**src/rtl/spi_prog_target.sv**
```systemverilog
module spi_prog_target #(
  parameter int SYNC = 2
) (
  input  logic        clk,
  input  logic        rst_n,
  input  logic        prog_rst_n,
  input  logic        sck,
  input  logic        mosi,
  output logic        miso,
  output logic        req_valid,
  output logic [3:0]  req_op,
  output logic        req_hi,
  output logic [15:0] req_addr,
  output logic [7:0]  req_data,
  input  logic [7:0]  rd_data
);
  localparam logic [3:0] OP_NONE = 4'd0, OP_ERASE = 4'd1, OP_RD_PROG = 4'd2,
    OP_LD_PROG = 4'd3, OP_WR_PROG = 4'd4, OP_RD_EE = 4'd5, OP_WR_EE = 4'd6,
    OP_LD_EE = 4'd7, OP_WR_EE_PG = 4'd8, OP_RD_LOCK = 4'd9, OP_WR_LOCK = 4'd10,
    OP_RD_SIG = 4'd11, OP_FUSE_LO = 4'd12, OP_FUSE_HI = 4'd13, OP_FUSE_EXT = 4'd14;

  function automatic logic [3:0] rd_op(input logic [7:0] a, input logic [7:0] b);
    case (a)
      8'h20, 8'h28: rd_op = OP_RD_PROG;
      8'hA0:        rd_op = OP_RD_EE;
      8'h30:        rd_op = OP_RD_SIG;
      8'h58:        rd_op = (b == 8'h00) ? OP_RD_LOCK : OP_NONE;
      default:      rd_op = OP_NONE;
    endcase
  endfunction

  function automatic logic [3:0] wr_op(input logic [7:0] a, input logic [7:0] b);
    wr_op = OP_NONE;
    case (a)
      8'hAC: begin
        if (b[7:1] == 7'h40)       wr_op = OP_ERASE;
        else if (b[7:5] == 3'b111) wr_op = OP_WR_LOCK;
        else if (b == 8'hA0)       wr_op = OP_FUSE_LO;
        else if (b == 8'hA8)       wr_op = OP_FUSE_HI;
        else if (b == 8'hA4)       wr_op = OP_FUSE_EXT;
      end
      8'h40, 8'h48: wr_op = OP_LD_PROG;
      8'h4C:        wr_op = OP_WR_PROG;
      8'hC0:        wr_op = OP_WR_EE;
      8'hC1:        wr_op = OP_LD_EE;
      8'hC2:        wr_op = OP_WR_EE_PG;
      default:      wr_op = OP_NONE;
    endcase
  endfunction

  logic [SYNC-1:0] sck_q, mosi_q, prst_q;
  logic            sck_d;

  always_ff @(posedge clk or negedge rst_n)
    if (!rst_n) begin
      sck_q  <= '0;
      mosi_q <= '0;
      prst_q <= '1;
      sck_d  <= 1'b0;
    end else begin
      sck_q  <= {sck_q[SYNC-2:0], sck};
      mosi_q <= {mosi_q[SYNC-2:0], mosi};
      prst_q <= {prst_q[SYNC-2:0], prog_rst_n};
      sck_d  <= sck_q[SYNC-1];
    end

  wire mode = ~prst_q[SYNC-1];
  wire rise = mode &  sck_q[SYNC-1] & ~sck_d;
  wire fall = mode & ~sck_q[SYNC-1] &  sck_d;

  logic [2:0] bit_cnt;
  logic [1:0] byte_cnt;
  logic [6:0] sh;
  logic [7:0] b1, b2, b3, tx, nxt, lo_off;
  logic       enabled, lo_ok, req_rd, rd_wait;

  wire [7:0] byte_in   = {sh, mosi_q[SYNC-1]};
  wire       byte_done = rise && (bit_cnt == 3'd7);
  wire [3:0] rop       = rd_op(b1, b2);
  wire [3:0] wop       = wr_op(b1, b2);

  assign miso = tx[7];

  always_ff @(posedge clk or negedge rst_n)
    if (!rst_n) begin
      bit_cnt <= '0; byte_cnt <= '0; sh <= '0;
      b1 <= '0; b2 <= '0; b3 <= '0; tx <= '0; nxt <= '0; lo_off <= '0;
      enabled <= 1'b0; lo_ok <= 1'b0; req_rd <= 1'b0; rd_wait <= 1'b0;
      req_valid <= 1'b0; req_op <= OP_NONE; req_hi <= 1'b0;
      req_addr <= '0; req_data <= '0;
    end else begin
      req_valid <= 1'b0;
      rd_wait   <= req_valid & req_rd;
      if (rd_wait) nxt <= rd_data;
      if (!mode) begin
        bit_cnt <= '0; byte_cnt <= '0; enabled <= 1'b0;
        tx <= '0; nxt <= '0; lo_ok <= 1'b0; rd_wait <= 1'b0;
      end else begin
        if (rise) begin
          sh      <= byte_in[6:0];
          bit_cnt <= bit_cnt + 3'd1;
        end
        if (byte_done) begin
          byte_cnt <= byte_cnt + 2'd1;
          nxt      <= byte_in;
          case (byte_cnt)
            2'd0: b1 <= byte_in;
            2'd1: b2 <= byte_in;
            2'd2: begin
              b3 <= byte_in;
              if (enabled && rop != OP_NONE) begin
                req_valid <= 1'b1;
                req_rd    <= 1'b1;
                req_op    <= rop;
                req_hi    <= (rop == OP_RD_PROG) & b1[3];
                req_addr  <= {b2, byte_in};
                req_data  <= 8'h00;
              end
            end
            default: begin
              if (!enabled) begin
                enabled <= (b1 == 8'hAC) && (b2 == 8'h53);
              end else if (wop != OP_NONE) begin
                if (wop == OP_LD_PROG && b1[3]) lo_ok <= 1'b0;
                else if (wop == OP_LD_PROG) begin
                  lo_ok  <= 1'b1;
                  lo_off <= b3;
                end
                if (!(wop == OP_LD_PROG && b1[3] && !(lo_ok && lo_off == b3))) begin
                  req_valid <= 1'b1;
                  req_rd    <= 1'b0;
                  req_op    <= wop;
                  req_hi    <= (wop == OP_LD_PROG) & b1[3];
                  req_addr  <= {b2, b3};
                  req_data  <= byte_in;
                end
              end
            end
          endcase
        end
        if (fall) tx <= (bit_cnt == 3'd0) ? nxt : {tx[6:0], 1'b0};
      end
    end

  p_quiet_out_of_mode_r1: assert property (@(posedge clk) disable iff (!rst_n)
    (!mode && !$past(mode)) |-> (!req_valid && !miso));

  p_miso_on_fall_r2: assert property (@(posedge clk) disable iff (!rst_n)
    (mode && $past(mode) && !$stable(miso)) |-> $past(fall));

  p_no_req_before_enable_r5: assert property (@(posedge clk) disable iff (!rst_n)
    req_valid |-> $past(enabled));

  p_hi_after_lo_r9: assert property (@(posedge clk) disable iff (!rst_n)
    (req_valid && req_op == OP_LD_PROG && req_hi) |-> ($past(lo_ok) && !lo_ok));

  p_exit_clears_r10: assert property (@(posedge clk) disable iff (!rst_n)
    $fell(mode) |=> (bit_cnt == 3'd0 && byte_cnt == 2'd0 && !enabled && !lo_ok));

  p_single_pulse_r11: assert property (@(posedge clk) disable iff (!rst_n)
    req_valid |=> !req_valid);
endmodule

```
**config.mk**
```make
export PLATFORM = sky130hd
export DESIGN_NAME = spi_prog_target
export DESIGN_NICKNAME = d
export VERILOG_FILES = /design/src/rtl/spi_prog_target.sv
export SDC_FILE = /design/constraint.sdc
export NUM_CORES = 1
export LEC_CHECK = 0
export BUFFER_PORTS_ARGS = -buffer_cell sky130_fd_sc_hd__buf_2
export CORE_MARGIN = 10
export CORE_UTILIZATION = 30
export CTS_BUF_LIST = sky130_fd_sc_hd__clkbuf_4
export DETAILED_ROUTE_END_ITERATION = 12
export PLACE_DENSITY_LB_ADDON = 0.05
export SYNTH_ARGS = -nofsm -noshare
export SYNTH_HDL_FRONTEND = slang
export SYNTH_SLANG_ARGS = --single-unit
export TNS_END_PERCENT = 10
```
**constraint.sdc**
```tcl
create_clock -name clk -period 2.65 [get_ports clk]
set_clock_uncertainty 0.15 [all_clocks]
set_input_delay 0.1325 -clock clk [delete_from_list [all_inputs] [get_ports clk]]
set_output_delay 0.1325 -clock clk [all_outputs]
set_load 0.05 [all_outputs]
```
# --- Yosys cells after proc, flatten, opt, wreduce, memory -nomap -nowiden ---
# Index checks and enable logic that the tools add are counted.
word_totals:
  ff_bits: 101
  latchBits: 0
  mem_bits_rw: 0
  romBits: 0
  input_bits: 13
  out_inout_bits: 31
  word_cells: 159
  mem_count: 0
classes:
  add_sub_neg: 2
  n_mul: 0
  div_mod_pow: 0
  magnitude_cmp: 0
  n_eq_ne: 27
  shift: 0
  n_mux: 62
  bitwise_logic: 13
  n_reduce_logical: 33
op_table:
  columns: ["cell", "n"]
  rows:
  - ["$mux 8", 10]
  - ["$eq 8x8->1 const B", 8]
  - ["$mux 16", 4]
  - ["$eq 8x7->1 const B", 5]
  - ["$mux 4", 10]
  - ["$pmux 16 s2", 1]
  - ["$mux 1", 26]
  - ["$eq 8x6->1 const B", 3]
  - ["$pmux 4 s6", 1]
  - ["$pmux 4 s4", 1]
  - ["$pmux 8 s2", 1]
  - ["$reduce_and 7->1", 2]
  - ["$reduce_bool 2->1", 7]
  - ["$reduce_and 3->1", 3]
  - ["$eq 4x2->1 const B", 2]
  - ["$eq 8x8->1", 1]
  - ["$logic_not 8->1", 1]
  - ["$pmux 4 s2", 1]
  - ["$reduce_bool 4->1", 2]
  - ["$and 1x1->1", 7]
  - ["$eq 7x7->1 const B", 1]
  - ["$eq 3x3->1 const B", 2]
  - ["$logic_and 1x1->1", 6]
  - ["$mux 3", 2]
  - ["other kinds (17)", 30]

# --- Logic depth before layout (Yosys ltp) ---
# Gate-level depths: netlist (run 1).
depth:
  depth_word: 16
  depth_mapped: 10
  depth_no_buf: 8

# --- Worst setup path after synthesis (run 1) ---
# Ideal clock, no wire load.
synth_timing:
  path_type: "register to register"
  startpoint: "register bit_cnt[0]"
  endpoint: "register req_addr[10]"
  setup_ps: 125
  arrival_time_ps: 2041
  required_time_ps: 2375
  setup_slack_ps: 334
  path_stages_with_launch: 11
  n_path_buf: 2
  period_less_slack_ps: 2316
  cell_sequence: "dfrtp_1 ha_1 ha_1 nand3b_1 nor2_2 nand2_1 nor4_2 a21oi_2 buf_6 buf_6 mux2_4"
synth_via:
  elab_chain_cells: 3
synth_rtl:
  columns: ["item", "line", "text"]
  rows:
  - ["from (decl)", "71", "logic [2:0] bit_cnt;"]
  - ["from (signal assigned)", "101", "bit_cnt <= bit_cnt + 3'd1;"]
  - ["$eq 3x3->1", "78", "wire byte_done = rise && (bit_cnt == 3'd7);"]
  - ["$logic_and 1x1->1", "78", null]
  - ["$reduce_and 7->1 (no line)", null, null]
  - ["to (signal assigned)", "116", "req_addr <= {b2, byte_in};"]
  - ["to (signal assigned)", "134", "req_addr <= {b2, b3};"]
  - ["to (decl)", "13", "output logic [15:0] req_addr,"]
# Every way passes these cells.
# A chain may end at the register's enable or synchronous reset.

# --- Worst setup path in the final report (run 1) ---
layout_timing:
  startpoint: "register b1[7]"
  endpoint: "register req_addr[0]"
layout_via:
  elab_chain_cells: 8
  word_cells_on_any_way: 26
  classes_between: "15 x eq/ne; 2 x mux; 9 x reduce/logical"
layout_rtl:
  columns: ["item", "line", "text"]
  rows:
  - ["from (decl)", "74", "logic [7:0] b1, b2, b3, tx, nxt, lo_off;"]
  - ["from (signal assigned)", "107", "2'd0: b1 <= byte_in;"]
  - ["$eq 8x7->1", "34", "case (a)"]
  - ["$reduce_or 2->1", "34", null]
  - ["$pmux 4 s6", "34", null]
  - ["$eq 4x2->1", "129", "if (!(wop == OP_LD_PROG && b1[3] && !(lo_ok && lo_off == b3))) begin"]
  - ["$logic_and 1x1->1 (2 in series)", "129", null]
  - ["$ne 2x1->1 (no line)", null, null]
  - ["$reduce_and 7->1 (no line) *", null, null]
# Every way passes the cells marked *; elsewhere a longest branch is shown, timed or not.

==> impl_metrics.csv, run 1 <==
group,metric,value,unit
outcome,status,"completed",
logic_synthesis,syn_area,0.004701,mm^2
logic_synthesis,synth_cell_types,50,
cells_and_area,nets,462,
cts,clk_latency,0.47,ns
timing,drv_slew,0,
drt,drt_iter0_drc,153,
critical_path,setup.worst_path.class,"flip-flop to flip-flop",
timing,fin_tns_setup,0,ns
floorplanning,die_area,0.02108,mm^2
cells_and_area,postLayoutCoreUtil,0.3628,
place,pre_cts_slack,0.2378,ns
cells_and_area,syn2layout_area_growth,17.75,%
logic_synthesis,syn-num-nets,390,
logic_synthesis,synth_area_leaders,"dfrtp_1 53%, mux2_2 16%, mux2i_1 4.5%",
floorplanning,num_io_pins,44,
place,port_buffers,43,
timing,max_slew_margin,0.3507,
place,dp_hpwl,7788,um
drt,ant_nets,0,
cells_and_area,drive_above_1_share,0.3655,
place,placed_area,0.005279,mm^2
cts,clk_path_buf_depth,2,
floorplanning,coreArea,0.01526,mm^2
place,placed_cells,628,
timing,min_period_over_period,0.9251,
grt,grt_use_total,0.1123,
timing,finalHoldViolCount,0,
floorplanning,die_w,145.2,um
min_path,hp-class,"input pin to flip-flop",
timing,hold_slack,0.1438,ns
cts,cts.sinks,101,
place,gp_congestion,0.8177,
logic_synthesis,syn_avg_cell_area,12.70,um^2
logic_synthesis,ys_warn_count,0,
floorplanning,start_util,0.3081,
logic_synthesis,ys_async_sr_fraction,1.000,
logic_synthesis,synth_most_common_cell,"dfrtp_1",
logic_synthesis,synth_commonest_cells,"99 x dfrtp_1, 66 x mux2_2, 25 x nor2_1",
logic_synthesis,ys_seq_area_frac,0.5382,
cts,root_buffer,"clkbuf_4",
logic_synthesis,synth_seq_cells,101,
drt,wire_per_inst,17.18,um
cts,cts_made_buffers,9,
logic_synthesis,synth_area_leader_cell,"dfrtp_1",
logic_synthesis,synthCells,370,
drt,finalWirelength,11300,um
critical_path,crit_path_start_kind,"flip-flop",
grt,grt_max_degree,73,
grt,grt_antenna_before_repair,1,
timing,tightest_slew,0.9666,ns
critical_path,required,2.87,ns
timing,setup_ws,0.1984,ns
drt,drcViolationCount,0,
cts,clk_pin_slew_worst_paths,0.16,ns
timing,layout_min_cycle_time,2.452,ns
logic_synthesis,synth_edf_count,0,
timing,finalSetupViolCount,0,
cts,post_cts_resized,0,
power_and_ir_drop,power_density,480.9,mW/mm^2
cts,cts_tree,"yes",
critical_path,cp_max_fo,29,
cells_and_area,final_cells,658,
drt,via_per_inst,4.611,
floorplanning,dieHeight,145.2,um
logic_synthesis,yosysTopAreaCellShare,0.5270,
timing,max_clock_freq,0.4079,GHz
timing,rsz0062_at_grt,"false",
drt,vias,3034,
grt,grt_pass1_vias,3297,
logic_synthesis,synth_ff_type,"dfrtp_1",
cts,cts_setup_buffers,0,
drt,drt-pass1-iter-count,5,
critical_path,endpoint_kind,"flip-flop",
critical_path,cp_data_arrival_time,2.67,ns
power_and_ir_drop,power,2.662,mW
job,cap_violations,0,
power_and_ir_drop,peakVddDrop,0.2516,mV
cts,htree_levels,3,
floorplanning,row_count,45,
grt,grt_overflow,0,
power_and_ir_drop,leakagePower,2.755,nW
grt,grt_pass1_wl,19020,um
cells_and_area,fin_area,0.005535,mm^2
metal layers:
layer,vias to the layer above,part of all wire,global-route usage
met3,12,0.030,0.02266
met5,-,0,0
met4,0,0.018,0.04904
met1,1514,0.49,0.1473
met2,36,0.47,0.1755
li1,1472,-,-
cell families (layout without fill, tap and decap cells):
| logic type | Yosys count | count (layout) | synth area share |
|---|---|---|---|
| DFF | 101 | 101 | 0.5382 |
| muxes | 97 | 97 | 0.2348 |
| and+or+nand+nor | 95 | 95 | 0.1110 |
| AOI/OAI and AO/OA | 37 | 37 | 0.05430 |
| buffers and inverters | 22 | 98 | 0.02236 |
| xor gates and xnor gates | 10 | 10 | 0.01863 |
| adders and majority gates | 8 | 8 | 0.02076 |
| other | 0 | 1 | 0 |
flip-flops by register name, indices dropped and copies added, names as in the netlist, 2 cells and up:
signal / flops
b1: 8
b2: 8
b3: 8
bit_cnt: 3
byte_cnt: 2
lo_off: 8
mosi_q: 2
nxt: 8
prst_q: 2
req_addr: 16
req_data: 8
req_op: 4
sck_q: 2
sh: 7
tx: 8
worst paths after layout:
check / start / end / slack, ns / cells after the start
setup / recovery: b1[7] / req_addr[0] / 0.20 / 8
setup reg to reg: b1[7] / req_addr[0] / 0.20 / 8
hold / removal: mosi / mosi_q[0] / 0.14 / 2
min in group asynchronous: rst_n / nxt[5] / 0.53 / 4
max in group asynchronous: rst_n / prst_q[1] / 1.37 / 4
hold reg to reg: sck_q[0] / sck_q[1] / 0.21 / 0
layout by cell type, fill, tap and decap left out, types with 11 or more instances in the layout:
| cell | n |
|---|---|
| mux2i_1 | 21 |
| dlygate4sd3_1 | 13 |
| dfrtp_1 | 99 |
| buf_4 | 18 |
| buf_2 | 42 |
| nor2_1 | 25 |
| nand2_1 | 22 |
| nor2b_1 | 11 |
| mux2_2 | 66 |
repair_timing:
action                     in CTS  in global routing
setup endpoints to repair       0                  0
hold endpoints to repair      110                  0
hold buffers                   14                  0
where the power goes:
part           leakage, nW  switching (mW)  internal (mW)
combinational         1.32          0.0926          0.102
sequential            1.38           0.162           1.59
clock               0.0557           0.521          0.193
total                 2.75           0.776           1.89
worst max-delay path, stage by stage (launching register included):
cell      delay, ns
dfrtp_1        0.41
buf_4          0.18
nor3b_1        0.18
a32oi_1        0.28
o21a_1         0.19
nand4b_2       0.17
a21oi_4        0.19
buf_12         0.21
mux2_2         0.35
cell type report:
type	count	area, um^2
diodes	1	2.502
clock buffers	10	75.07
clock inverters	5	28.78
fillers	1545	9723
inverters	7	26.28
multi-input cells	247	2073
flip-flops and latches	101	2530
well taps	211	264.0
repair buffers	76	535.5
Note: power is estimated with default switching activity, not from simulation.
==> run 2: changes to the inputs <==
--- a/config.mk
+++ b/config.mk
@@ -5,6 +5,7 @@
 export SDC_FILE = /design/constraint.sdc
 export NUM_CORES = 1
 export LEC_CHECK = 0
+export ABC_AREA = 1
 export BUFFER_PORTS_ARGS = -buffer_cell sky130_fd_sc_hd__buf_2
 export CORE_MARGIN = 10
 export CORE_UTILIZATION = 30
==> run 2 against run 1 <==
Final cell count increased by 33%. Wire length increased by 15%. Setup slack improved by 0.24 ns. Non-clock buffer count decreased by 10. First-iteration DRC count increased by 120%. Global-route usage increased by 1.0 points. Cell area increased by 0.93%. Utilization decreased by 1.2 points. Register-to-register slack improved by 0.24 ns. Clock-buffer cell count increased by 2. Critical path type unchanged. Critical endpoint is now nxt[7]. Largest cell class unchanged.
==> impl_metrics.csv, run 2 <==
group,metric,value,unit
timing,tightest_slew,0.5285,ns
critical_path,cp_max_fo,19,
floorplanning,row_count,46,
place,placed_cells,847,
job,cap_violations,0,
cells_and_area,layout_commonest_cell,"nand2_1",
drt,drt-pass1-iter-count,4,
logic_synthesis,syn_area,0.004885,mm^2
timing,max_slew_margin,0.6477,
timing,drv_slew,0,
cts,htree_levels,3,
timing,setup_ws,0.4428,ns
cts,cts_tree,"yes",
drt,wire_per_inst,14.77,um
min_path,hold_end,"mosi_q[0]",
timing,min_period_over_period,0.8329,
logic_synthesis,synthCells,605,
cells_and_area,syn2layout_area_growth,14.37,%
place,port_buffers,43,
cts,clk_latency,0.48,ns
cells_and_area,fin_area,0.005587,mm^2
cells_and_area,postLayoutCoreUtil,0.3504,
min_path,hp-start,"mosi",
logic_synthesis,synth_edf_count,0,
place,placed_area,0.005305,mm^2
drt,finalWirelength,12970,um
outcome,status,"completed",
cts,clk_pin_slew_worst_paths,0.16,ns
critical_path,required,2.89,ns
drt,ant_nets,0,
power_and_ir_drop,power_density,482.4,mW/mm^2
drt,wl_met3,403,um
grt,grt_overflow,0,
logic_synthesis,yosysTopAreaCellShare,0.5072,
grt,grt_pass1_vias,3964,
drt,drcViolationCount,0,
logic_synthesis,ys_async_sr_fraction,1.000,
drt,dr_wl_met2,5502,um
timing,finalHoldViolCount,0,
logic_synthesis,synth_area_leaders,"dfrtp_1 51%, nand2_1 15%, o21ai_0 6.3%",
cts,clk_path_buf_depth,2,
critical_path,crit_slowest_cell,"dfrtp_1",
critical_path,max_stage_delay,0.41,ns
cells_and_area,nets,676,
logic_synthesis,synth_cell_types,35,
critical_path,cp_data_arrival_time,2.45,ns
grt,grt_pass1_wl,21370,um
grt,grt_max_degree,63,
critical_path,r2r_start,"bit_cnt[0]",
cells_and_area,largest_register_ffs,16,
logic_synthesis,synth_ff_type,"dfrtp_1",
place,dp_hpwl,9292,um
timing,max_clock_freq,0.4531,GHz
timing,finalSetupViolCount,0,
floorplanning,coreArea,0.01594,mm^2
cts,post_cts_resized,0,
grt,grt_use_total,0.1226,
min_path,hold_depth,2,
logic_synthesis,syn-num-nets,625,
cells_and_area,final_cell_mix,"193 x nand2_1, 99 x dfrtp_1, 61 x o21ai_0",
drt,via_per_inst,4.502,
drt,wirelength_met1,6869,um
critical_path,crit_path_start_kind,"flip-flop",
timing,layout_min_cycle_time,2.207,ns
logic_synthesis,synth_seq_cells,101,
critical_path,endpoint_kind,"flip-flop",
min_path,hp-class,"input pin to flip-flop",
logic_synthesis,syn_avg_cell_area,8.074,um^2
drt,drt_iter0_drc,337,
drt,vias,3953,
grt,grt_antenna_before_repair,1,
timing,hold_slack,0.1360,ns
place,pre_cts_slack,0.4278,ns
logic_synthesis,synth_area_leader_cell,"dfrtp_1",
drt,routed.top_layer,"met4",
timing,fin_tns_setup,0,ns
floorplanning,num_io_pins,44,
cells_and_area,final_cells,878,
cts,cts.sinks,101,
timing,rsz0062_at_grt,"false",
floorplanning,dieHeight,147.6,um
critical_path,setup.worst_path.class,"flip-flop to flip-flop",
cts,cts_setup_buffers,0,
logic_synthesis,ys_warn_count,0,
critical_path,r2r_slack,0.44,ns
cells_and_area,drive_above_1_share,0.1271,
power_and_ir_drop,power,2.695,mW
logic_synthesis,ys_seq_area_frac,0.5179,
floorplanning,die_area,0.02179,mm^2
critical_path,r2r-end,"nxt[7]",
logic_synthesis,synth_commonest_cells,"193 x nand2_1, 99 x dfrtp_1, 61 x o21ai_0",
cells_and_area,top_register,"req_addr",
cts,ctsHoldBuffers,14,
critical_path,r2r_cells,8,
floorplanning,die_w,147.6,um
cts,root_buffer,"clkbuf_4",
critical_path,path_cells,"ha_1 > ha_1 > nand2_4 > inv_2 > nor2_2 > inv_1 > or2_1 > mux2_1",
cts,cts_made_buffers,9,
power_and_ir_drop,leakagePower,2.830,nW
power_and_ir_drop,peakVddDrop,0.1602,mV
critical_path,crit_top_cell,"ha_1",
place,gp_congestion,0.8157,
floorplanning,start_util,0.3064,
logic_synthesis,synth_most_common_cell,"nand2_1",
[run 2: cell types whose count changed in the layout (fill, tap and decap cells not counted), moves of 21 or more]
cell and change:
mux2i_1 -21, nand2_1 +171, nor2_1 +34, nand4_1 +26
inv_1 +47, o21ai_0 +51, mux2_2 -66
[run 2: where the power goes]
| group | switching [mW] | internal (mW) | total, mW |
|---|---|---|---|
| clock | 0.525 | 0.319 | 0.845 |
| sequential | 0.0424 | 1.59 | 1.63 |
| combinational | 0.159 | 0.0602 | 0.219 |
[run 2: kinds of logic (layout without fill, tap and decap cells)]
kind of cell    count (synthesis)  count (layout)  synth area share
mux                             1               1          0.002305
buf+inv                        82             138           0.07325
compound gates                 84              84           0.09221
flops                         101             101            0.5179
simple gates                  327             327            0.2910
fa+ha+maj                       7               7           0.01793
xor+xnor                        3               3          0.005380
other cells                     0               1                 0
[run 2: layer usage]
layer  global-route usage  vias to the layer above
li1                     -                     2053
met4              0.04311                        0
met2               0.1819                       54
met1               0.1713                     1832
met3              0.02717                       14
met5                    0                        -
[run 2: critical path, delay by kind of cell, from the launching register on]
kind                       cells  cell delay, ns
adders and majority gates      2            0.41
buffers and inverters          2            0.22
DFF                            1            0.41
muxes                          1            0.35
and+or+nand+nor                3            0.60
[run 2: layout make-up]
class	count	area [um^2]
well taps	216	270.3
inverters	56	210.2
clock buffers	12	90.09
repair buffers	66	437.9
clock inverters	4	48.80
flip-flops and latches	101	2530
multi-input cells	422	1997
fillers	1729	10360
diodes	1	2.502
[run 2: worst max-delay path by stage]
stage	start	to	slack [ns]	cells after the start
finish	bit_cnt[0]	nxt[7]	0.44	8
global route	bit_cnt[0]	nxt[7]	0.27	8
CTS	bit_cnt[0]	nxt[7]	0.43	8
detailed placement	bit_cnt[0]	nxt[7]	0.43	8
global placement	bit_cnt[0]	nxt[7]	0.48	8
floorplan	bit_cnt[0]	nxt[7]	0.65	9
==> run 3: changes to the inputs <==
==> constraint.sdc (replaced) <==
create_clock -name clk -period 1.9 [get_ports clk]
set_clock_uncertainty 0.15 [all_clocks]
set_input_delay 0.095 -clock clk [delete_from_list [all_inputs] [get_ports clk]]
set_output_delay 0.095 -clock clk [all_outputs]
set_load 0.05 [all_outputs]
==> run 3 against run 2 <==
The flow now finishes with violations (negative setup slack). Critical path depth is 3 higher. Via count is 4.6% higher. Sequential share of layout area is 4.0 points lower. Wire length is 3.6% higher. Clock-buffer cell count is 1 lower. Die area stayed put. Final cell count is 4.7% higher. Critical path type unchanged. Largest cell class unchanged.
==> impl_metrics.csv, run 3 (synthesized netlist as in run 2, its figures left out) <==
group,metric,value,unit
outcome,status,"finished with violations",
outcome,violations,"negative setup slack",
drt,via_per_inst,4.498,
power_and_ir_drop,peakVddDrop,0.4708,mV
cells_and_area,drive_above_1_share,0.2148,
cts,cts.sinks,101,
place,pre_cts_slack,-0.08894,ns
cells_and_area,syn2layout_area_growth,25.56,%
timing,tightest_slew,0.5238,ns
cells_and_area,nFillCells,1678,
cts,htree_levels,3,
critical_path,cp_max_fo,15,
drt,ant_nets,0,
timing,max_slew_margin,0.6508,
critical_path,crit_path_start_kind,"flip-flop",
floorplanning,die_w,147.6,um
drt,wire_per_inst,14.62,um
grt,grt_max_degree,38,
place,placed_area,0.005665,mm^2
cells_and_area,layout_commonest_cell,"nand2_1",
cells_and_area,fin_area,0.006133,mm^2
place,gp_congestion,0.8123,
cts,clk_path_buf_depth,2,
job,cap_violations,0,
grt,grt_overflow,0,
drt,finalWirelength,13440,um
critical_path,setup.worst_path.class,"flip-flop to flip-flop",
power_and_ir_drop,leakagePower,3.078,nW
power_and_ir_drop,power_density,640.0,mW/mm^2
timing,finalSetupViolCount,5,
timing,rsz0062_at_grt,"true",
critical_path,endpoint_kind,"flip-flop",
timing,layout_min_cycle_time,1.909,ns
grt,grt_pass1_wl,22080,um
critical_path,required,2.14,ns
cells_and_area,final_cell_mix,"189 x nand2_1, 97 x dfrtp_1, 61 x o21ai_0",
floorplanning,die_area,0.02179,mm^2
grt,grt_pass1_vias,4127,
cts,root_buffer,"clkbuf_4",
cells_and_area,top_register,"req_addr",
cts,clk_latency,0.48,ns
place,port_buffers,43,
timing,min_period_over_period,1.005,
critical_path,cp_data_arrival_time,2.15,ns
cells_and_area,diodes,0,
grt,grt_antenna_before_repair,0,
cells_and_area,nets,718,
place,dp_hpwl,9793,um
drt,vias,4134,
cells_and_area,largest_register_ffs,16,
drt,drcViolationCount,0,
floorplanning,start_util,0.3064,
floorplanning,num_io_pins,44,
timing,setup_ws,-0.008582,ns
drt,drt-pass1-iter-count,4,
timing,finalHoldViolCount,0,
cts,clk_pin_slew_worst_paths,0.15,ns
floorplanning,dieHeight,147.6,um
drt,drt_iter0_drc,241,
cts,cts_made_buffers,9,
timing,max_clock_freq,0.5239,GHz
min_path,hp-class,"input pin to flip-flop",
floorplanning,row_count,46,
timing,drv_slew,0,
grt,grt_use_total,0.1265,
floorplanning,coreArea,0.01594,mm^2
cts,cts_tree,"yes",
[run 3: cell types whose count changed in the layout (fill, tap and decap cells not counted), sizes merged]
cell / delta
inv: +1
diode: -1
clkinv: -1
buf: +43
clkbuf: -1
bufinv: +1
dlygate4sd3: -1
[run 3: cell type report]
type                       instances  area (um^2)  share of cell area
multi-input combinational        422         2112              0.3444
sequential                       101         2532              0.4129
tap                              216        270.3             0.04406
clock buffer                      11        82.58             0.01346
timing repair buffer             108        839.6              0.1369
inverter                          56        212.7             0.03468
clock inverter                     5        83.83             0.01367
[run 3: power by group]
group | internal, mW | switching, mW | total, mW | leakage, nW
clock | 0.572 | 0.753 | 1.32 | 0.0906
sequential | 2.22 | 0.0554 | 2.27 | 1.37
combinational | 0.0946 | 0.234 | 0.329 | 1.61
[run 3: final timing paths]
kind,start,to,slack [ns],cells after the start
worst max-delay path,b1[1],req_op[0],-0.009,11
worst min-delay path,prog_rst_n,prst_q[0],0.11,2
worst max register to register,b1[1],req_op[0],-0.009,11
worst min register to register,mosi_q[0],mosi_q[1],0.20,0
max in group asynchronous,rst_n,prst_q[1],0.44,4
min in group asynchronous,rst_n,req_data[6],0.50,3
[run 3: metal layers]
| metal | part of all wire | global-route usage | wire, um | up-vias |
|---|---|---|---|---|
| li1 | - | - | - | 2151 |
| met1 | 0.50 | 0.1686 | 6753 | 1908 |
| met2 | 0.45 | 0.1991 | 5993 | 69 |
| met3 | 0.045 | 0.03663 | 611 | 6 |
| met4 | 0.0060 | 0.02676 | 80 | 0 |
| met5 | 0 | 0 | 0 | - |
[run 3: critical path, stage by stage, from the launching register on]
cell and delay, ns:
dfrtp_1 0.45, nor2_2 0.17, nand2_2 0.12, nor2_4 0.10, nand2_1 0.07, nand4_1 0.15
nor2_2 0.06, nor2_4 0.13, nand3_4 0.14, buf_12 0.18, nand2_1 0.07, nand2_1 0.05
[run 3: stage by stage]
stage / TNS (ns) / hold WS [ns] / instances / power, mW / utilization
global route: -4.314 / 0.04563 / 919 / 4.133 / 0.3847
floorplan: -0.04953 / -0.3506 / 605 / 2.435 / -
detailed placement: -2.700 / -0.03687 / 886 / 2.632 / 0.3554
CTS: -0.04138 / 0.05956 / 919 / 4.006 / 0.3827
global placement: -2.098 / -0.04117 / 886 / 2.626 / 0.3554
finish: -0.01780 / 0.1056 / 919 / 3.925 / 0.3847
[run 3: repair_timing]
action | in CTS | in global routing
gates cloned | 1 | 0
setup buffers | 3 | 0
gates resized for setup | 29 | 7
hold buffers | 13 | 0
pin swaps | 6 | 2
endpoints found under the setup margin | 38 | 54
hold endpoints to repair | 110 | 0
